**src/rtl/upc_pkg.sv**
```systemverilog
package upc_pkg;
    typedef enum logic [1:0] {
        ST_IDLE   = 2'd0,
        ST_SEND   = 2'd1,
        ST_STARVE = 2'd2
    } upc_state_e;
endpackage

```
**src/rtl/qam16_gray_map.sv**
```systemverilog
module qam16_gray_map #(
    parameter int W    = 5,
    parameter int STEP = 5
) (
    input  logic [3:0]          sym,
    output logic signed [W-1:0] lvl_i,
    output logic signed [W-1:0] lvl_q
);
    function automatic logic signed [W-1:0] gray_level(input logic [1:0] b);
        logic signed [W-1:0] v;
        unique case (b)
            2'b00:   v = W'(-3 * STEP);
            2'b01:   v = W'(-STEP);
            2'b11:   v = W'(STEP);
            default: v = W'(3 * STEP);
        endcase
        return v;
    endfunction

    always_comb begin
        lvl_i = gray_level(sym[3:2]);
        lvl_q = gray_level(sym[1:0]);
    end
endmodule

```
**src/rtl/upc_lane_mixer.sv**
```systemverilog
module upc_lane_mixer #(
    parameter int W = 5
) (
    input  logic                en,
    input  logic [1:0]          ph,
    input  logic signed [W-1:0] bb_i,
    input  logic signed [W-1:0] bb_q,
    output logic signed [W-1:0] y
);
    always_comb begin
        if (!en) begin
            y = '0;
        end else begin
            unique case (ph)
                2'd0:    y = bb_i;
                2'd1:    y = -bb_q;
                2'd2:    y = -bb_i;
                default: y = bb_q;
            endcase
        end
    end
endmodule

```
**src/rtl/upc_ctrl.sv**
```systemverilog
module upc_ctrl
    import upc_pkg::*;
#(
    parameter int LANES    = 5,
    parameter int SYM_CLKS = 16
) (
    input  logic       clk,
    input  logic       rst,
    input  logic       in_valid,
    output logic       in_ready,
    output logic       accept,
    output logic       send,
    output logic       out_valid,
    output logic       underflow,
    output logic [1:0] phase
);
    localparam int CW = (SYM_CLKS > 1) ? $clog2(SYM_CLKS) : 1;
    localparam logic [1:0] PH_STEP = 2'(LANES % 4);
    localparam logic [CW-1:0] CNT_LAST = CW'(SYM_CLKS - 1);

    upc_state_e state, nxt;
    logic [CW-1:0] cnt;
    logic at_bound;

    assign at_bound = (cnt == '0);

    always_comb begin
        nxt = state;
        unique case (state)
            ST_IDLE:   if (at_bound && in_valid) nxt = ST_SEND;
            ST_SEND,
            ST_STARVE: if (at_bound) nxt = in_valid ? ST_SEND : ST_STARVE;
            default:   nxt = ST_IDLE;
        endcase
    end

    always_ff @(posedge clk) begin
        if (rst) state <= ST_IDLE;
        else     state <= nxt;
    end

    always_ff @(posedge clk) begin
        if (rst) begin
            cnt   <= '0;
            phase <= '0;
        end else begin
            cnt   <= (cnt == CNT_LAST) ? '0 : cnt + 1'b1;
            phase <= phase + PH_STEP;
        end
    end

    always_comb begin
        in_ready  = at_bound;
        accept    = at_bound && in_valid;
        send      = (state == ST_SEND);
        out_valid = (state != ST_IDLE);
        underflow = (state == ST_STARVE);
    end
endmodule

```
**src/rtl/ssr_quarter_upconv.sv**
```systemverilog
module ssr_quarter_upconv #(
    parameter int LANES    = 5,
    parameter int W        = 5,
    parameter int STEP     = 5,
    parameter int SYM_CLKS = 16
) (
    input  logic               clk,
    input  logic               rst,
    input  logic               in_valid,
    input  logic [3:0]         in_data,
    output logic               in_ready,
    output logic [LANES*W-1:0] out_samples,
    output logic               out_valid,
    output logic               underflow
);
    logic accept, send;
    logic [1:0] phase;
    logic signed [W-1:0] map_i, map_q, hold_i, hold_q;

    upc_ctrl #(.LANES(LANES), .SYM_CLKS(SYM_CLKS)) u_ctrl (
        .clk(clk), .rst(rst), .in_valid(in_valid), .in_ready(in_ready),
        .accept(accept), .send(send), .out_valid(out_valid),
        .underflow(underflow), .phase(phase)
    );

    qam16_gray_map #(.W(W), .STEP(STEP)) u_map (
        .sym(in_data), .lvl_i(map_i), .lvl_q(map_q)
    );

    always_ff @(posedge clk) begin
        if (rst) begin
            hold_i <= '0;
            hold_q <= '0;
        end else if (accept) begin
            hold_i <= map_i;
            hold_q <= map_q;
        end
    end

    for (genvar k = 0; k < LANES; k++) begin : g_lane
        logic [1:0] ph_k;
        logic signed [W-1:0] y_k;
        assign ph_k = phase + 2'(k % 4);
        upc_lane_mixer #(.W(W)) u_mix (
            .en(send), .ph(ph_k), .bb_i(hold_i), .bb_q(hold_q), .y(y_k)
        );
        assign out_samples[k*W +: W] = y_k;
    end
endmodule

```
**config.mk**
```make
export PLATFORM = sky130hd
export DESIGN_NAME = ssr_quarter_upconv
export DESIGN_NICKNAME = d
export VERILOG_FILES = /design/src/rtl/upc_pkg.sv /design/src/rtl/qam16_gray_map.sv /design/src/rtl/upc_lane_mixer.sv /design/src/rtl/upc_ctrl.sv /design/src/rtl/ssr_quarter_upconv.sv
export SDC_FILE = /design/constraint.sdc
export NUM_CORES = 1
export LEC_CHECK = 0
export CORE_UTILIZATION = 34
export DETAILED_ROUTE_END_ITERATION = 10
export PLACE_DENSITY = 0.56
export SLEW_MARGIN = 25
export SYNTH_ARGS = -nofsm -noshare
export SYNTH_HDL_FRONTEND = slang
export SYNTH_HIERARCHICAL = 1
export SYNTH_SLANG_ARGS = --single-unit
```
**constraint.sdc**
```tcl
create_clock -name clk -period 1.77 [get_ports clk]
set_input_delay 0.2655 -clock clk [delete_from_list [all_inputs] [get_ports clk]]
set_output_delay 0.2655 -clock clk [all_outputs]
set_load 0.1 [all_outputs]
```
; ---- After elaboration in Yosys (flattened, before gate mapping)
; Index checks and enable logic that the tools add are counted.
[totals]
reg_bits = 18
latchBits = 0
mem_bits_rw = 0
rom_bits = 0
input_bits = 7
out_inout_bits = 28
word_cells = 55
memories = 0
[op_classes]
n_addsub = 6
mul = 0
div = 0
order_cmp = 0
eq_ne = 17
shifts = 0
mux = 14
bitwise = 0
reduce_logical = 13
[ops]
columns = cell, count
row1 = 5-bit one-hot mux with 3 select lines, 6
row2 = 5-bit two-way mux, 4
row3 = 2-bit by 1-bit equality test with 1-bit output (second input constant), 7
row4 = 2-bit equality test (second input constant), 7
row5 = 2-bit zero test, 7
row6 = 5-bit negator, 2
row7 = 2-bit two-way mux, 3
row8 = 2-bit adder (second input constant), 2
row9 = 4-bit by 1-bit adder with 4-bit output (second input constant), 1
row10 = 4-bit equality test (second input constant), 1
row11 = 4-bit zero test, 1
row12 = 2-bit one-hot mux with 2 select lines, 1
row13 = 2-bit OR reduction, 2
row14 = 2-bit by 1-bit adder with 2-bit output (second input constant), 1
row15 = 2-bit by 1-bit inequality test with 1-bit output (second input constant), 1
row16 = 2-bit inequality test (second input constant), 1
row17 = 2-bit AND reduction, 1
row18 = 2-bit nonzero test, 1
row19 = 1-bit logical AND, 1

; ---- Depth between registers and ports, before layout
; Gate-level depths: netlist of the first run.
[logic_depth]
ltp_word = 4
ltp_mapped = 7
mapped_depth_nobuf = 6

; ---- By module
; The synthesis of the first run kept the hierarchy.
[by_module_without_submodules]
columns = module, instances, cells_each, area_each_um2, seq_area_each_um2
row1 = upc_lane_mixer, 5, 38, 292.8, 0.0
row2 = upc_ctrl, 1, 43, 412.9, 160.2
row3 = ssr_quarter_upconv, 1, 36, 372.9, 200.2
row4 = qam16_gray_map, 1, 21, 177.7, 0.0

; ---- Worst setup path before layout of the first run
; Ideal clock, no wire load.
[synth_timing]
path_type = reg-to-output
start = register hold_q[0]
end = output out_samples[12]
arrival_time_ns = 3.333
t_required_ns = 1.505
slack_ns = -1.829
path_stages_with_launch = 6
n_path_buf = 0
cell_sequence = dfxtp_1 -> inv_1 -> ha_1 -> xnor2_1 -> mux2i_1 -> a211oi_1
[synth_between]
elab_chain_cells = 3
[synth_rtl]
columns = item, line_no
row1 = start: declaration, ssr_quarter_upconv.sv:18  ; logic signed [W-1:0] map_i, map_q, hold_i, hold_q;
row2 = start signal: assignment, ssr_quarter_upconv.sv:36  ; hold_q <= map_q;
row3 = 5-bit negator, upc_lane_mixer.sv:16  ; 2'd1: y = -bb_q;
row4 = 5-bit one-hot mux with 3 select lines, upc_lane_mixer.sv:14  ; unique case (ph)
row5 = 5-bit two-way mux, upc_lane_mixer.sv:11  ; if (!en) begin
row6 = end: declaration, ssr_quarter_upconv.sv:12  ; output logic [LANES*W-1:0] out_samples,
; Every way passes these cells.

; ---- Final worst setup path of the first run
[layout_timing]
start = register u_ctrl.state[1]
end = output out_samples[18]
[layout_between]
elab_chain_cells = 2
[layout_rtl]
columns = item, line_no
row1 = start: declaration, upc_ctrl.sv:21  ; upc_state_e state, nxt;
row2 = start signal: assignment, upc_ctrl.sv:39  ; else state <= nxt;
row3 = 2-bit by 1-bit equality test with 1-bit output, upc_ctrl.sv:55  ; send = (state == ST_SEND);
row4 = net send, ssr_quarter_upconv.sv:16  ; logic accept, send;
row5 = 5-bit two-way mux, upc_lane_mixer.sv:11
; The timed path passes the listed nets, and every way through them passes these cells.

==> impl_results.md, run 1 <==
* Largest net degree at the start of global routing at 16
* PortBufs at 34
* Register area at 389 um^2
* Comb pwr share at 68.0%
* Setup violations, final at 23
* Synth Register Bits at 18
* Setup CP Type: register to output pin
* Vias/cell at 5.21
* Die H at 86.5 um
* Mapped Cells at between 200 and 300
* Max stage delay on crit path at approximately 560 ps
* Io pins at 35
* Sequential element share of the synthesized area at between 10% and 20%
* Cell variety after synth at 39
* Most instantiated cells after synthesis: inv_1, ha_1, mux2i_1, dfxtp_1, or4_1
* Antenna-violating nets left at 0
* Tot Pwr at between 2 and 3 mW
* Final #Nets at around 460
* Final Critical Period at about 2200 ps
* Clock power frac at between 10% and 20%
* Detailed Route WL at a little under 8 mm
* Placed Area at between 0.003 and 0.004 mm^2
* Synth top area cells: dfxtp_1, ha_1, mux2i_1
* Detailed Place HPWL at around 5.3 mm
* Final-report hold violation count at 0
* Area of the multi-input gates at between 0.002 and 0.0025 mm^2
* RSZ-0062 raised after global routing: true
* Max Slew Vio Count at 0
* TNS Setup at -7290 ps
* Iter 0 DRT Violations at 90
* Clock transition at path regs at 70 ps
* Synth warnings at 6
* CTS HTree Levels at 1
* Via count at 2,721
* Int Power at approximately 1.5 mW
* Post-Layout Cell Count at 522
* Initial Util at a little over a third
* Share of post-route cells with drive strength above 1 at ~56%
* Post-synth EDFFs at 0
* Maximum clock rate at roughly 450 MHz
* Core Util, Final at approximately 65%
* Cell with the most instances after synthesis: inv_1
* Hold_buf cts at 0
* Critical-path cell list: inv_2 -> ha_4 -> buf_6 -> buf_6 -> o2111a_1 -> or4_4 -> buf_12
* First-pass GRT wire length at between 10 and 15 mm
* Period utilization at 126%
* Top-area cell type share of the netlist area at 14.8%
* Crit Path Max Fanout at 6
* Synthesized area at approximately 0.0024 mm^2
* Cell repeated most along the worst path: buf_6
* Required @ worst endpoint at roughly 1500 ps
* Net Sw Frac at 42.5%
* Clock Latency Late Sink at approximately 260 ps
* CORE AREA at approximately 0.007 mm^2
* Pwr dens at about 570 mW/mm^2
* Ys async rst share at 0%
* Num CTS Buffers at 3
* CP startpoint kind: register
* GR Overflow Total at 0
* RePlAce Congestion at about 0.83
* VDD IR-drop max at around 0.43 mV
* Design area at ~0.0044 mm^2
* Status: finished with violations
* Die Wd at just under 90 um
* PnR worst setup slack at -464 ps
* Yosys top cell by area: dfxtp_1
* Clk root buf: clkbuf_8
* Hold crit path type: register to register
* WL/cell at approximately 15 um
* WP data arrival at 1970 ps
* Antenna diode count at 0
* Pre-antenna DRT Iters at 4
* Max-cap violations at 0
* Vias in the first global route at roughly 2,600
* Initial antenna violation count at 0
* NetSw at between 1 and 1.5 mW
* Syn-to-layout area delta at 83.2%
* Worst relative slew slack at between 60 and 70%
* Critical path endpoint category: output pin
* Flop pwr share at 20.1%
* Pre-CTS WS at -229 ps
* Failing checks: setup timing
* TritonCTS Sinks at 18
* Placed insts at 491
* Hold Slack at 452 ps
* Worst-Margin Slew at 522 ps
* Post-synth top flop: dfxtp_1
* Critical Path Slowest Stage Cell: or4_4
* CTS Buffer Depth at 2
* Skew final at about 3 ps
* Remaining DRCs at 0
* GRT Total Usage at 21.1%
* Die footprint at 0.00748 mm^2
* CTS tree: yes
* Rows at 30
* Pleak at approximately 1.8 nW
* Syn_area_per_cell at between 8 and 9 um^2
* # fillers at ~560
worst paths after layout:
check,startpoint,end,slack (ps),cells past startpoint
worst min-delay path,u_ctrl/cnt[0],u_ctrl/cnt[0],450,1
worst max-delay path,u_ctrl/state[1],out_samples[18],-460,7
worst max register to register,u_ctrl/state[1],u_ctrl/state[1],50,7
worst min register to register,u_ctrl/cnt[0],u_ctrl/cnt[0],450,1
worst max-delay path: cells and delay by family, from the launching register on:
family	cells	cell delay, ps
buffers and inverters	4	490
and+or+nand+nor	1	560
adders and majority gates	1	180
DFF	1	330
AOI/OAI and AO/OA	1	140
cell families (layout without fill, tap and decap cells):
group	count (synthesis)	in the layout	synth area share (%)
and+or+nand+nor	106	106	27.4
buffers and inverters	65	200	13.6
AOI/OAI and AO/OA	42	42	14.7
muxes	26	26	14.1
adders and majority gates	24	24	12.4
DFF	18	18	14.8
xor gates and xnor gates	8	8	2.89
other	1	2	0.154
layout make-up:
class | count | share of cell area [%]
Sequential cell | 18 | 8.75
Tap cell | 96 | 2.70
Clock buffer | 4 | 1.01
Multi-Input combinational cell | 208 | 46.8
Inverter | 43 | 3.83
Timing Repair Buffer | 153 | 36.9
what timing repair did:
action	in CTS	in global routing
setup buffers	16	11
gates cloned	0	1
setup endpoints to repair	23	23
hold endpoints to repair	0	0
pin swaps	10	12
resized for setup	44	40
power groups by stage:
stage	clock network (mW)	registers, mW	logic (mW)
CTS	0.312	0.509	1.58
detailed placement	0	0.518	1.44
global route	0.330	0.515	1.84
finish	0.303	0.509	1.73
global placement	0	0.515	1.42
floorplan	0	0.518	0.893
state kept, by name, indices dropped and copies added (netlist names):
register and count:
hold_i 5, hold_q 5, u_ctrl/cnt 4, u_ctrl/phase 2
u_ctrl/state 2
layout by cell type (no fill, tap or decap), types with 7 or more instances in the layout:
cell type	n
dfxtp_1	7
nand2b_1	11
inv_1	27
buf_6	19
inv_2	13
buf_4	96
buf_12	31
mux2i_1	16
nor2_1	14
or4_1	9
or4_4	7
o2111ai_1	11
ha_1	13
nor3_1	10
nor3b_1	10
layer usage:
| layer | routed length, um | GRT usage [%] | share of wire (%) |
|---|---|---|---|
| met4 | 193 | 6.36 | 2.4 |
| met3 | 244 | 1.62 | 3.1 |
| met2 | 4050 | 38.0 | 51 |
| met5 | 0 | 0 | 0 |
| met1 | 3430 | 26.8 | 43 |
No activity file was read; power rests on OpenSTA's default activity.
==> run 2: changes to the inputs <==
CORE_ASPECT_RATIO = 0.9   (was unset)
SKIP_LAST_GASP = 1   (was unset)
==> run 2 against run 1 <==
Critical path type unchanged. Total power decreased by 5.7%. The run still ends with setup timing left. Sequential share of layout area increased by 0.54 points. Clock power decreased by 5%. Via count decreased by 2.6%. Sequential power about the same. Cell count decreased by 3.6%.
==> impl_results.md, run 2 (synthesized netlist as in run 1, its figures left out) <==
* PnR worst setup slack at -446 ps
* Worst hold endpoint: u_ctrl/cnt[0]
* Die Wd at roughly 91 um
* Detailed Route WL at ~7.6 mm
* Pre-antenna DRT Iters at 4
* CTS tree: yes
* Status: finished with violations
* Hold path cells at 1
* WL/cell at 15.0 um
* Clock transition at path regs at ~70 ps
* Final #Nets at roughly 450
* Clk root buf: clkbuf_8
* Placed insts at 480
* RSZ-0062 raised after global routing: true
* Detailed Place HPWL at approximately 5.4 mm
* Via count at about 2,700
* Net Sw Frac at 43.0%
* Critical R2R Capture: u_ctrl/state[1]
* Worst-Margin Slew at ~530 ps
* Rows at 28
* CTS HTree Levels at 1
* Die H at between 80 and 90 um
* Maximum clock rate at roughly 450 MHz
* Syn-to-layout area delta at 72.0%
* Failing checks: setup timing
* Reg-to-Reg Start: u_ctrl/state[1]
* Worst Reg2Reg Path Length in Cells at 6
* # fillers at about 570
* Pwr dens at about 570 mW/mm^2
* NetSw at slightly above 1 mW
* Max-cap violations at 0
* Clock power frac at a little under an eighth
* First-pass GRT wire length at between 10 and 15 mm
* Pre-CTS WS at -191 ps
* Hold crit path type: register to register
* Top flop regs: hold_i: 5 flops, hold_q: 5 flops, u_ctrl/cnt: 4 flops
* Setup violations, final at 24
* TritonCTS Sinks at 18
* CP startpoint kind: register
* Critical Path Slowest Stage Cell: or4_4
* Largest net degree at the start of global routing at 20
* Flop-to-flop setup slack at around 200 ps
* Initial antenna violation count at 0
* Antenna diode count at 0
* Remaining DRCs at 0
* Commonest non-fill, non-tap cell in the layout: buf_4
* CTS Buffer Depth at 2
* Timing startpoint of the critical path: u_ctrl/phase[0]
* Share of post-route cells with drive strength above 1 at a little under half
* Critical path endpoint category: output pin
* Io pins at 35
* Final Critical Period at 2220 ps
* Int Power at 1.37 mW
* Min-delay src: u_ctrl/cnt[0]
* Critical-path cell list: xor2_4 -> o31ai_2 -> and4_1 -> or4_4 -> buf_12
* GRT Total Usage at between 20% and 30%
* Initial Util at between 30% and 40%
* Period utilization at 125%
* Flop pwr share at 21.2%
* Die footprint at between 0.007 and 0.008 mm^2
* Clock Latency Late Sink at 250 ps
* CORE AREA at between 0.006 and 0.007 mm^2
* Vias/cell at between 5 and 6
* PortBufs at 34
* Max Slew Vio Count at 0
* Antenna-violating nets left at 0
* VDD IR-drop max at just under 0.3 mV
* Max stage delay on crit path at 550 ps
* WP data arrival at ~2000 ps
* Worst relative slew slack at approximately two thirds
* Crit path buf inv count at 1
* GR Overflow Total at 0
* Iter 0 DRT Violations at approximately 120
* Crit Path Max Fanout at 5
* Comb pwr share at between 60% and 70%
* Skew final at ~1.1 ps
* Num CTS Buffers at 3
* Delay-heaviest family, CP: simple AND/OR/NAND/NOR gates
* Final-report hold violation count at 0
* Core Util, Final at a little over 60%
* Setup CP Type: register to output pin
* RePlAce Congestion at 0.864
* Post-Layout Cell Count at slightly above 500
* Vias in the first global route at approximately 2,700
* Pleak at roughly 1.8 nW
* Commonest non-fill, non-tap cells in the layout: buf_4, inv_1, buf_12
* Required @ worst endpoint at around 1500 ps
[run 2: cell type report]
| class | instances | area [um^2] | share of cell area (%) |
|---|---|---|---|
| Multi-Input combinational cell | 208 | 1960 | 47.0 |
| Timing Repair Buffer | 139 | 1490 | 35.7 |
| Sequential cell | 18 | 388 | 9.29 |
| Inverter | 43 | 173 | 4.14 |
| Tap cell | 90 | 113 | 2.70 |
| Clock buffer | 3 | 41.3 | 0.989 |
| Timing Repair inverter | 1 | 5.00 | 0.120 |
| Clock inverter | 1 | 3.75 | 0.0899 |
[run 2: worst register-to-register path: cells and delay by family, from the launching register on]
family / cells / cell delay [ps]
and+or+nand+nor: 1 / 430
DFF: 1 / 340
adders and majority gates: 1 / 310
buffers and inverters: 3 / 290
muxes: 1 / 130
[run 2: through the flow]
stage                     hold slack, ps  power [mW]  TNS (ps)  area [um^2]
after floorplan                      420        1.41     -9510         2660
after global placement               438        1.93     -1950         3850
after detailed placement             451        1.95     -2560         3850
after CTS                            460        2.36     -7420         4120
after global routing                 477        2.53     -9110         4170
final                                461        2.40     -7410         4170
[run 2: worst max-delay path by stage]
| stage | depth (start not counted) | slack (ps) | to |
|---|---|---|---|
| floorplan | 6 | -540 | out_samples[19] |
| global placement | 5 | -150 | out_samples[8] |
| CTS | 5 | -430 | out_samples[8] |
| finish | 5 | -450 | out_samples[8] |
| global route | 6 | -500 | out_samples[19] |
| detailed placement | 7 | -190 | out_samples[19] |
[run 2: power groups by stage]
stage / registers, mW / logic [mW] / clock network, mW
global placement: 0.509 / 1.42 / 0
detailed placement: 0.512 / 1.44 / 0
floorplan: 0.518 / 0.893 / 0
CTS: 0.503 / 1.57 / 0.295
global route: 0.514 / 1.70 / 0.315
finish: 0.507 / 1.60 / 0.287
[run 2: metal layers]
metal  share of wire (%)  track usage, %  vias up
met2                  50            38.3       68
met3                 4.1            2.11       15
met5                   0               0        -
met1                  45            24.9     1261
li1                    -               -     1307
met4                 1.7            4.92        0
[run 2: timing repair]
action	in CTS	in global routing
gates resized for setup	26	7
gates cloned	0	1
hold buffers	0	0
endpoints found under the setup margin	24	25
pin swaps	11	2
buffers inserted	17	3
